`src/rtl/cfgm_pkg.sv`:
```
package cfgm_pkg;

   typedef enum logic [2:0] {
      ACC_NONE,
      ACC_SEL,
      ACC_LOCAL,
      ACC_DS_CFG,
      ACC_DS_IO
   } acc_kind_e;

   typedef struct packed {
      logic       en;
      logic [7:0] bus;
      logic [4:0] dev;
      logic [2:0] fn;
      logic [5:0] regn;
   } cfg_sel_t;

   function automatic cfg_sel_t split_sel(input logic [31:0] v);
      cfg_sel_t s;
      s.en   = v[31];
      s.bus  = v[23:16];
      s.dev  = v[15:11];
      s.fn   = v[10:8];
      s.regn = v[7:2];
      return s;
   endfunction

   function automatic logic [31:0] lane_mask(input logic [3:0] be);
      logic [31:0] m;
      for (int k = 0; k < 4; k++) begin
         m[k*8 +: 8] = {8{be[k]}};
      end
      return m;
   endfunction

endpackage

```
`src/rtl/cfgm_sel_reg.sv`:
```
module cfgm_sel_reg
   import cfgm_pkg::*;
#(
   parameter int unsigned DATA_W = 32
) (
   input  logic              clk,
   input  logic              rst_n,
   input  logic              wr_en,
   input  logic [DATA_W-1:0] wdata,
   output cfg_sel_t          sel,
   output logic [DATA_W-1:0] rd_word
);

   localparam logic [DATA_W-1:0] KEEP_MASK = DATA_W'(32'h80FF_FFFC);

   generate
      if (DATA_W != 32) begin : g_bad_width
         initial $fatal(1, "cfgm_sel_reg: DATA_W must be 32");
      end
   endgenerate

   logic [DATA_W-1:0] q;

   always_ff @(posedge clk) begin
      if (!rst_n) begin
         q <= '0;
      end else if (wr_en) begin
         q <= wdata & KEEP_MASK;
      end
   end

   assign rd_word = q;
   assign sel     = split_sel(q[31:0]);

   // the selector moves only on a full-dword write strobe
   a_r3_sel_hold: assert property (@(posedge clk) disable iff (!rst_n)
      !wr_en |=> $stable(q));

endmodule

```
`src/rtl/cfgm_host_decode.sv`:
```
module cfgm_host_decode
   import cfgm_pkg::*;
#(
   parameter int unsigned       ADDR_W    = 16,
   parameter logic [ADDR_W-1:0] SEL_PORT  = ADDR_W'(16'h0CF8),
   parameter logic [ADDR_W-1:0] WIN_PORT  = ADDR_W'(16'h0CFC),
   parameter logic [4:0]        LOCAL_DEV = 5'd3
) (
   input  logic              io_req,
   input  logic [ADDR_W-3:0] io_dw,
   input  logic [3:0]        io_be,
   input  cfg_sel_t          sel,
   output acc_kind_e         kind
);

   localparam logic [ADDR_W-3:0] SEL_DW = SEL_PORT[ADDR_W-1:2];
   localparam logic [ADDR_W-3:0] WIN_DW = WIN_PORT[ADDR_W-1:2];

   generate
      if (ADDR_W < 12) begin : g_bad_addr
         initial $fatal(1, "cfgm_host_decode: ADDR_W too small");
      end
      if (SEL_PORT[1:0] != 2'b00 || WIN_PORT[1:0] != 2'b00 || SEL_DW == WIN_DW) begin : g_bad_port
         initial $fatal(1, "cfgm_host_decode: ports must be distinct aligned dwords");
      end
   endgenerate

   logic sel_hit;
   logic win_hit;
   logic local_tgt;

   assign sel_hit   = (io_dw == SEL_DW) && (io_be == 4'hF);
   assign win_hit   = (io_dw == WIN_DW) && (io_be != 4'h0) && sel.en;
   assign local_tgt = (sel.bus == 8'd0) && (sel.dev == LOCAL_DEV);

   always_comb begin
      if (!io_req) begin
         kind = ACC_NONE;
      end else if (sel_hit) begin
         kind = ACC_SEL;
      end else if (win_hit) begin
         kind = local_tgt ? ACC_LOCAL : ACC_DS_CFG;
      end else begin
         kind = ACC_DS_IO;
      end
   end

endmodule

```
`src/rtl/cfgm_local_regs.sv`:
```
module cfgm_local_regs #(
   parameter int unsigned NUM_TEST   = 4,
   parameter int unsigned TEST_BASE  = 16,
   parameter logic [31:0] TEST_RESET = 32'h5A00_00A5,
   parameter logic [31:0] ID_VALUE   = 32'h1A2B_3C4D
) (
   input  logic        clk,
   input  logic        rst_n,
   input  logic        acc,
   input  logic        wr,
   input  logic [2:0]  fn,
   input  logic [5:0]  regn,
   input  logic [3:0]  be,
   input  logic [31:0] wdata,
   output logic [31:0] rd_word
);

   generate
      if (NUM_TEST < 1 || TEST_BASE < 1 || TEST_BASE + NUM_TEST > 64) begin : g_bad_map
         initial $fatal(1, "cfgm_local_regs: test words must fit in dwords 1..63");
      end
   endgenerate

   logic [31:0] q [NUM_TEST];

   genvar gi, gl;
   generate
      for (gi = 0; gi < NUM_TEST; gi++) begin : g_word
         localparam logic [5:0] WORD_IDX = 6'(TEST_BASE + gi);
         logic hit;
         assign hit = acc && wr && (fn == 3'd0) && (regn == WORD_IDX);
         for (gl = 0; gl < 4; gl++) begin : g_lane
            always_ff @(posedge clk) begin
               if (!rst_n) begin
                  q[gi][gl*8 +: 8] <= TEST_RESET[gl*8 +: 8];
               end else if (hit && be[gl]) begin
                  q[gi][gl*8 +: 8] <= wdata[gl*8 +: 8];
               end
            end
         end
         // a test word changes only when the host writes it
         a_r8_word_hold: assert property (@(posedge clk) disable iff (!rst_n)
            !(acc && wr) |=> $stable(q[gi]));
      end
   endgenerate

   always_comb begin
      rd_word = '0;
      if (fn == 3'd0) begin
         if (regn == 6'd0) begin
            rd_word = ID_VALUE;
         end
         for (int i = 0; i < NUM_TEST; i++) begin
            if (regn == 6'(TEST_BASE + i)) begin
               rd_word = q[i];
            end
         end
      end
   end

endmodule

```
`src/rtl/cfg_mech_decoder.sv`:
```
module cfg_mech_decoder
   import cfgm_pkg::*;
#(
   parameter int unsigned       ADDR_W     = 16,
   parameter logic [ADDR_W-1:0] SEL_PORT   = ADDR_W'(16'h0CF8),
   parameter logic [ADDR_W-1:0] WIN_PORT   = ADDR_W'(16'h0CFC),
   parameter logic [4:0]        LOCAL_DEV  = 5'd3,
   parameter int unsigned       NUM_TEST   = 4,
   parameter int unsigned       TEST_BASE  = 16,
   parameter logic [31:0]       TEST_RESET = 32'h5A00_00A5,
   parameter logic [31:0]       ID_VALUE   = 32'h1A2B_3C4D
) (
   input  logic              clk,
   input  logic              rst_n,
   input  logic              io_req,
   input  logic              io_wr,
   input  logic [ADDR_W-1:0] io_addr,
   input  logic [3:0]        io_be,
   input  logic [31:0]       io_wdata,
   output logic              io_rdy,
   output logic [31:0]       io_rdata,
   output logic              ds_io_req,
   output logic              ds_cfg_req,
   output logic              ds_wr,
   output logic [ADDR_W-1:0] ds_addr,
   output logic [3:0]        ds_be,
   output logic [31:0]       ds_wdata,
   output logic [7:0]        ds_bus,
   output logic [4:0]        ds_dev,
   output logic [2:0]        ds_fn,
   output logic [5:0]        ds_reg
);

   acc_kind_e   kind;
   cfg_sel_t    sel;
   logic [31:0] sel_word;
   logic [31:0] loc_word;
   logic        sel_wr;
   logic        loc_acc;
   logic        fwd;

   assign sel_wr  = (kind == ACC_SEL) && io_wr;
   assign loc_acc = (kind == ACC_LOCAL);
   assign fwd     = (kind == ACC_DS_IO) || (kind == ACC_DS_CFG);

   cfgm_sel_reg #(.DATA_W(32)) u_sel (
      .clk     (clk),
      .rst_n   (rst_n),
      .wr_en   (sel_wr),
      .wdata   (io_wdata),
      .sel     (sel),
      .rd_word (sel_word)
   );

   cfgm_host_decode #(
      .ADDR_W    (ADDR_W),
      .SEL_PORT  (SEL_PORT),
      .WIN_PORT  (WIN_PORT),
      .LOCAL_DEV (LOCAL_DEV)
   ) u_dec (
      .io_req (io_req),
      .io_dw  (io_addr[ADDR_W-1:2]),
      .io_be  (io_be),
      .sel    (sel),
      .kind   (kind)
   );

   cfgm_local_regs #(
      .NUM_TEST   (NUM_TEST),
      .TEST_BASE  (TEST_BASE),
      .TEST_RESET (TEST_RESET),
      .ID_VALUE   (ID_VALUE)
   ) u_loc (
      .clk     (clk),
      .rst_n   (rst_n),
      .acc     (loc_acc),
      .wr      (io_wr),
      .fn      (sel.fn),
      .regn    (sel.regn),
      .be      (io_be),
      .wdata   (io_wdata),
      .rd_word (loc_word)
   );

   logic [31:0] rdata_d;

   always_comb begin
      rdata_d = '0;
      if (!io_wr) begin
         unique case (kind)
            ACC_SEL:   rdata_d = sel_word;
            ACC_LOCAL: rdata_d = loc_word & lane_mask(io_be);
            default:   rdata_d = '0;
         endcase
      end
   end

   always_ff @(posedge clk) begin
      if (!rst_n) begin
         io_rdy     <= 1'b0;
         io_rdata   <= '0;
         ds_io_req  <= 1'b0;
         ds_cfg_req <= 1'b0;
         ds_wr      <= 1'b0;
         ds_addr    <= '0;
         ds_be      <= '0;
         ds_wdata   <= '0;
         ds_bus     <= '0;
         ds_dev     <= '0;
         ds_fn      <= '0;
         ds_reg     <= '0;
      end else begin
         io_rdy     <= (kind != ACC_NONE);
         io_rdata   <= rdata_d;
         ds_io_req  <= (kind == ACC_DS_IO);
         ds_cfg_req <= (kind == ACC_DS_CFG);
         ds_wr      <= fwd ? io_wr    : 1'b0;
         ds_addr    <= fwd ? io_addr  : '0;
         ds_be      <= fwd ? io_be    : '0;
         ds_wdata   <= fwd ? io_wdata : '0;
         ds_bus     <= (kind == ACC_DS_CFG) ? sel.bus  : '0;
         ds_dev     <= (kind == ACC_DS_CFG) ? sel.dev  : '0;
         ds_fn      <= (kind == ACC_DS_CFG) ? sel.fn   : '0;
         ds_reg     <= (kind == ACC_DS_CFG) ? sel.regn : '0;
      end
   end

   // every request is answered on the next edge
   a_r10_rdy_follows_req: assert property (@(posedge clk) disable iff (!rst_n)
      io_req |=> io_rdy);

   // no ready pulse without a request one cycle before
   a_r10_rdy_has_cause: assert property (@(posedge clk) disable iff (!rst_n)
      io_rdy |-> $past(io_req));

   // forwarded accesses return zero read data
   a_r10_fwd_zero: assert property (@(posedge clk) disable iff (!rst_n)
      (ds_io_req || ds_cfg_req) |-> (io_rdata == 32'd0));

   // at most one downstream target, and only with a ready pulse
   a_r6_one_target: assert property (@(posedge clk) disable iff (!rst_n)
      $onehot0({ds_io_req, ds_cfg_req}) && ((ds_io_req || ds_cfg_req) -> io_rdy));

   // a downstream configuration cycle never names the local device on bus 0
   a_r6_not_local: assert property (@(posedge clk) disable iff (!rst_n)
      ds_cfg_req |-> (ds_bus != 8'd0 || ds_dev != LOCAL_DEV));

endmodule

```
`config.mk`:
```
export PLATFORM = sky130hd
export DESIGN_NAME = cfg_mech_decoder
export DESIGN_NICKNAME = d
export VERILOG_FILES = /design/src/rtl/cfgm_pkg.sv /design/src/rtl/cfgm_sel_reg.sv /design/src/rtl/cfgm_host_decode.sv /design/src/rtl/cfgm_local_regs.sv /design/src/rtl/cfg_mech_decoder.sv
export SDC_FILE = /design/constraint.sdc
export NUM_CORES = 1
export LEC_CHECK = 0
export BUFFER_PORTS_ARGS = -buffer_cell sky130_fd_sc_hd__buf_2
export CORE_AREA = 4 4 149 151
export DETAILED_ROUTE_END_ITERATION = 10
export DIE_AREA = 0 0 153 155
export GPL_ROUTABILITY_DRIVEN = 0
export HOLD_SLACK_MARGIN = 0.06
export PLACE_DENSITY_LB_ADDON = 0.25
export SLEW_MARGIN = 20
export SYNTH_ARGS = -nofsm -noshare
export SYNTH_HDL_FRONTEND = slang
export SYNTH_HIERARCHICAL = 1
export SYNTH_SLANG_ARGS = --single-unit
```
`constraint.sdc`:
```
create_clock -name clk -period 7.3 [get_ports clk]
set_input_delay 0.365 -clock clk [delete_from_list [all_inputs] [get_ports clk]]
set_output_delay 0.365 -clock clk [all_outputs]
set_load 0.01 [all_outputs]
```
==> run_results.csv <==
group,metric,value,unit
run_status,status,"finished, final reports clean",
clock_network,clock_sinks,261,
sta,tightest_slew,1.11,ns
setup_path,crit_type,"in -> reg",
final_layout,final_layout_size_suffix_gt1_share,23.5,%
setup_path,cp_max_fo,22,
final_layout,layout.nets,1106,
pwr,power.total,0.00310,W
route,remaining_drc_errors,0,
die,core,20800,µm²
route,vias,7683,
yosys,synth_warnings,6,
setup_path,r2r-start,"u_sel/rd_word[31]$_SDFFE_PN0P_",
clock_network,cts_buffers,28,
final_layout,final_common_cell,"buf_2",
route,routedWlPerCell,20.8,µm
final_layout,largest_register_ffs,128,
global_route,grt_pass1_wl,42900,µm
sta,timing.final.crit_share,68.5,%
setup_path,crit_path_end_kind,"flop",
final_layout,areaGrowthSynthToFinish,16.7,%
final_layout,seqCellArea,6510,µm²
die,die_w,153,µm
die,rows,53,
sta,hold_violations,0,
sta,relSlewSlack,25.2,%
die,io-pin-count,166,
route,vias_per_cell,5.71,
sta,skew,0.00893,ns
yosys,yosys.area_share.simple,21.9,%
global_route,grt_pass1_vias,7394,
final_layout,antenna_cells,0,
final_layout,multi_input_area,3650,µm²
worst_hold_path,hp-start,"io_wdata[8]",
yosys,synth_compound_area_share,8.05,%
clock_network,clk_path_buf_depth,3,
sta,tns,0,ns
clock_network,htree_levels,1,
sta,maxSlewViolCount,0,
clock_network,holdBufCountCts,19,
final_layout,num-fill-cells,1705,
clock_network,cts_tree,"yes",
yosys,synth_fa_ha_area_share,0,%
flow_run,drv_cap,0,
setup_path,critPathLaunchType,"input pin",
yosys,synth_xor_area_share,0,%
route,dr.first_iter.drc_count,1001,
yosys,ys_ff_latch,261,
place,io_buffers,165,
setup_path,critPathLaunch,"io_addr[13]",
yosys,synth_enable_flop_cells,128,
yosys,syn_area,10800,µm²
sta,min_period,5.00,ns
yosys,synth_top_family_by_area,"simple AND/OR/NAND/NOR gates",
global_route,overflow,0,
yosys,synthFlopType,"dfxtp_1",
yosys,syn_inst,926,
die,die_h,155,µm
sta,setup_viol,0,
route,wl,28100,µm
final_layout,final_cell_mix,"165 x buf_2, 131 x dfxtp_1, 128 x edfxtp_1, 86 x nor3_1, 82 x and2_1",
route,ant_nets,0,
pwr,leakagePower,4.93,nW
clock_network,clock-root-buffer,"clkbuf_16",
final_layout,reg_top3,"u_loc/q (128), ds_wdata (32), io_rdata (32)",
setup_path,critical_path_required,7.45,ns
setup_path,cp_data_arrival_time,5.15,ns
yosys,synth_seq_area_share,60.4,%
yosys,synth_mux_area_share,3.16,%
pwr,vdd_drop_max,0.194,mV
sta,fmax,200,MHz
place,dp_hpwl,17800,µm
route,dr.pass1.iters,5,
clock_network,post_cts_buffers,0,
pwr,power_density,247,nW/µm²
global_route,antenna_found_initial,0,
clock_network,ctsResizeCount,0,
yosys,synth_cell_types,48,
global_route,grt_max_degree,66,
yosys,synth-async-reset-ratio,0,%
final_layout,fin_util,60.4,%
final_layout,regMostFlops,"u_loc/q",
clock_network,clkTransAtPathRegs,0.06,ns
die,initial_core_util,51.7,%
sta,rsz0062_at_grt,"false",
global_route,grtUsageTotal,22.8,%
die,die_area,23700,µm²
clock_network,clock_latency,0.53,ns
yosys,synth_area_per_cell,11.6,µm²
worst_hold_path,hp-class,"in -> reg",
[final timing paths]
| check | depth (start not counted) | slack, ns | endpoint |
|---|---|---|---|
| max | 9 | 2.30 | u_loc/q[1][14]$_SDFFCE_PN0P_ |
| min | 2 | 0.08 | ds_wdata[8]$_SDFF_PN0_ |
| max reg2reg | 7 | 2.91 | u_loc/q[1][14]$_SDFFCE_PN0P_ |
| min reg2reg | 1 | 0.51 | ds_bus[1]$_SDFF_PN0_ |
[power breakdown]
group          leakage (nW)  switching (W)  internal [W]
clock network         0.462       0.000556      0.000823
logic                  2.16      0.0000836     0.0000463
registers              2.31      0.0000138       0.00158
total                  4.93       0.000654       0.00245
[metrics by stage]
step	worst slack, ns	area, µm²	hold slack, ns	std cells
after CTS	2.46	12500	0.0636	1346
after floorplan	3.97	10800	0.465	934
after global placement	2.67	11400	0.494	1276
after global routing	1.97	12600	0.0760	1346
final	2.30	12600	0.0804	1346
after detailed placement	2.48	11400	0.497	1276
[critical path, stage by stage]
cell and delay, ns:
dlygate4sd3_1 0.56, buf_2 0.13, nor4bb_1 0.31, nand4b_1 0.28, nor3_1 0.80, nor3b_2 0.51
and2_1 0.25, nand4_1 0.74, o21ai_0 1.20
[cells by family (layout without fill, tap and decap cells)]
| group | after synthesis | count (layout) |
|---|---|---|
| compound gates | 108 | 108 |
| other cells | 1 | 9 |
| simple gates | 399 | 399 |
| buf+inv | 123 | 260 |
| mux | 34 | 34 |
| flops | 261 | 261 |
[cell usage after synthesis (all sizes together) (3+ instances only)]
cell type	number	area (µm²)
inv	15	56.3
buf	54	438
nand2	22	82.6
dfxtp	133	2660
mux2i	34	340
and3	49	307
nor4	14	93.8
nand3	3	15.0
nor3	88	440
a21oi	13	65.1
nor2b	57	357
o31ai	4	30.0
or4	11	90.1
or3	26	163
a211oi	26	195
nand4	3	18.8
o21ai	12	60.1
clkbuf	54	204
edfxtp	128	3840
nor4bb	8	80.1
a22o	32	280
and2	82	513
nor2	24	90.1
o221a	13	146
[metal layers]
metal	vias to the layer above	wire length [µm]	part of all wire (%)	global-route usage, %
li1	3574	-	-	-
met1	3677	11800	42	31.2
met2	370	13300	47	37.6
met3	62	2150	7.7	3.45
met4	0	808	2.9	7.72
met5	-	0	0	0
[final cells by class]
class	instances	share of cell area (%)
Tap cell	275	2.74
Clock buffer	45	7.00
Timing Repair Buffer	194	8.68
Clock inverter	6	0.299
Inverter	15	0.448
Multi-Input combinational cell	550	29.0
Sequential cell	261	51.8
No activity file was read; power rests on OpenSTA's default activity.
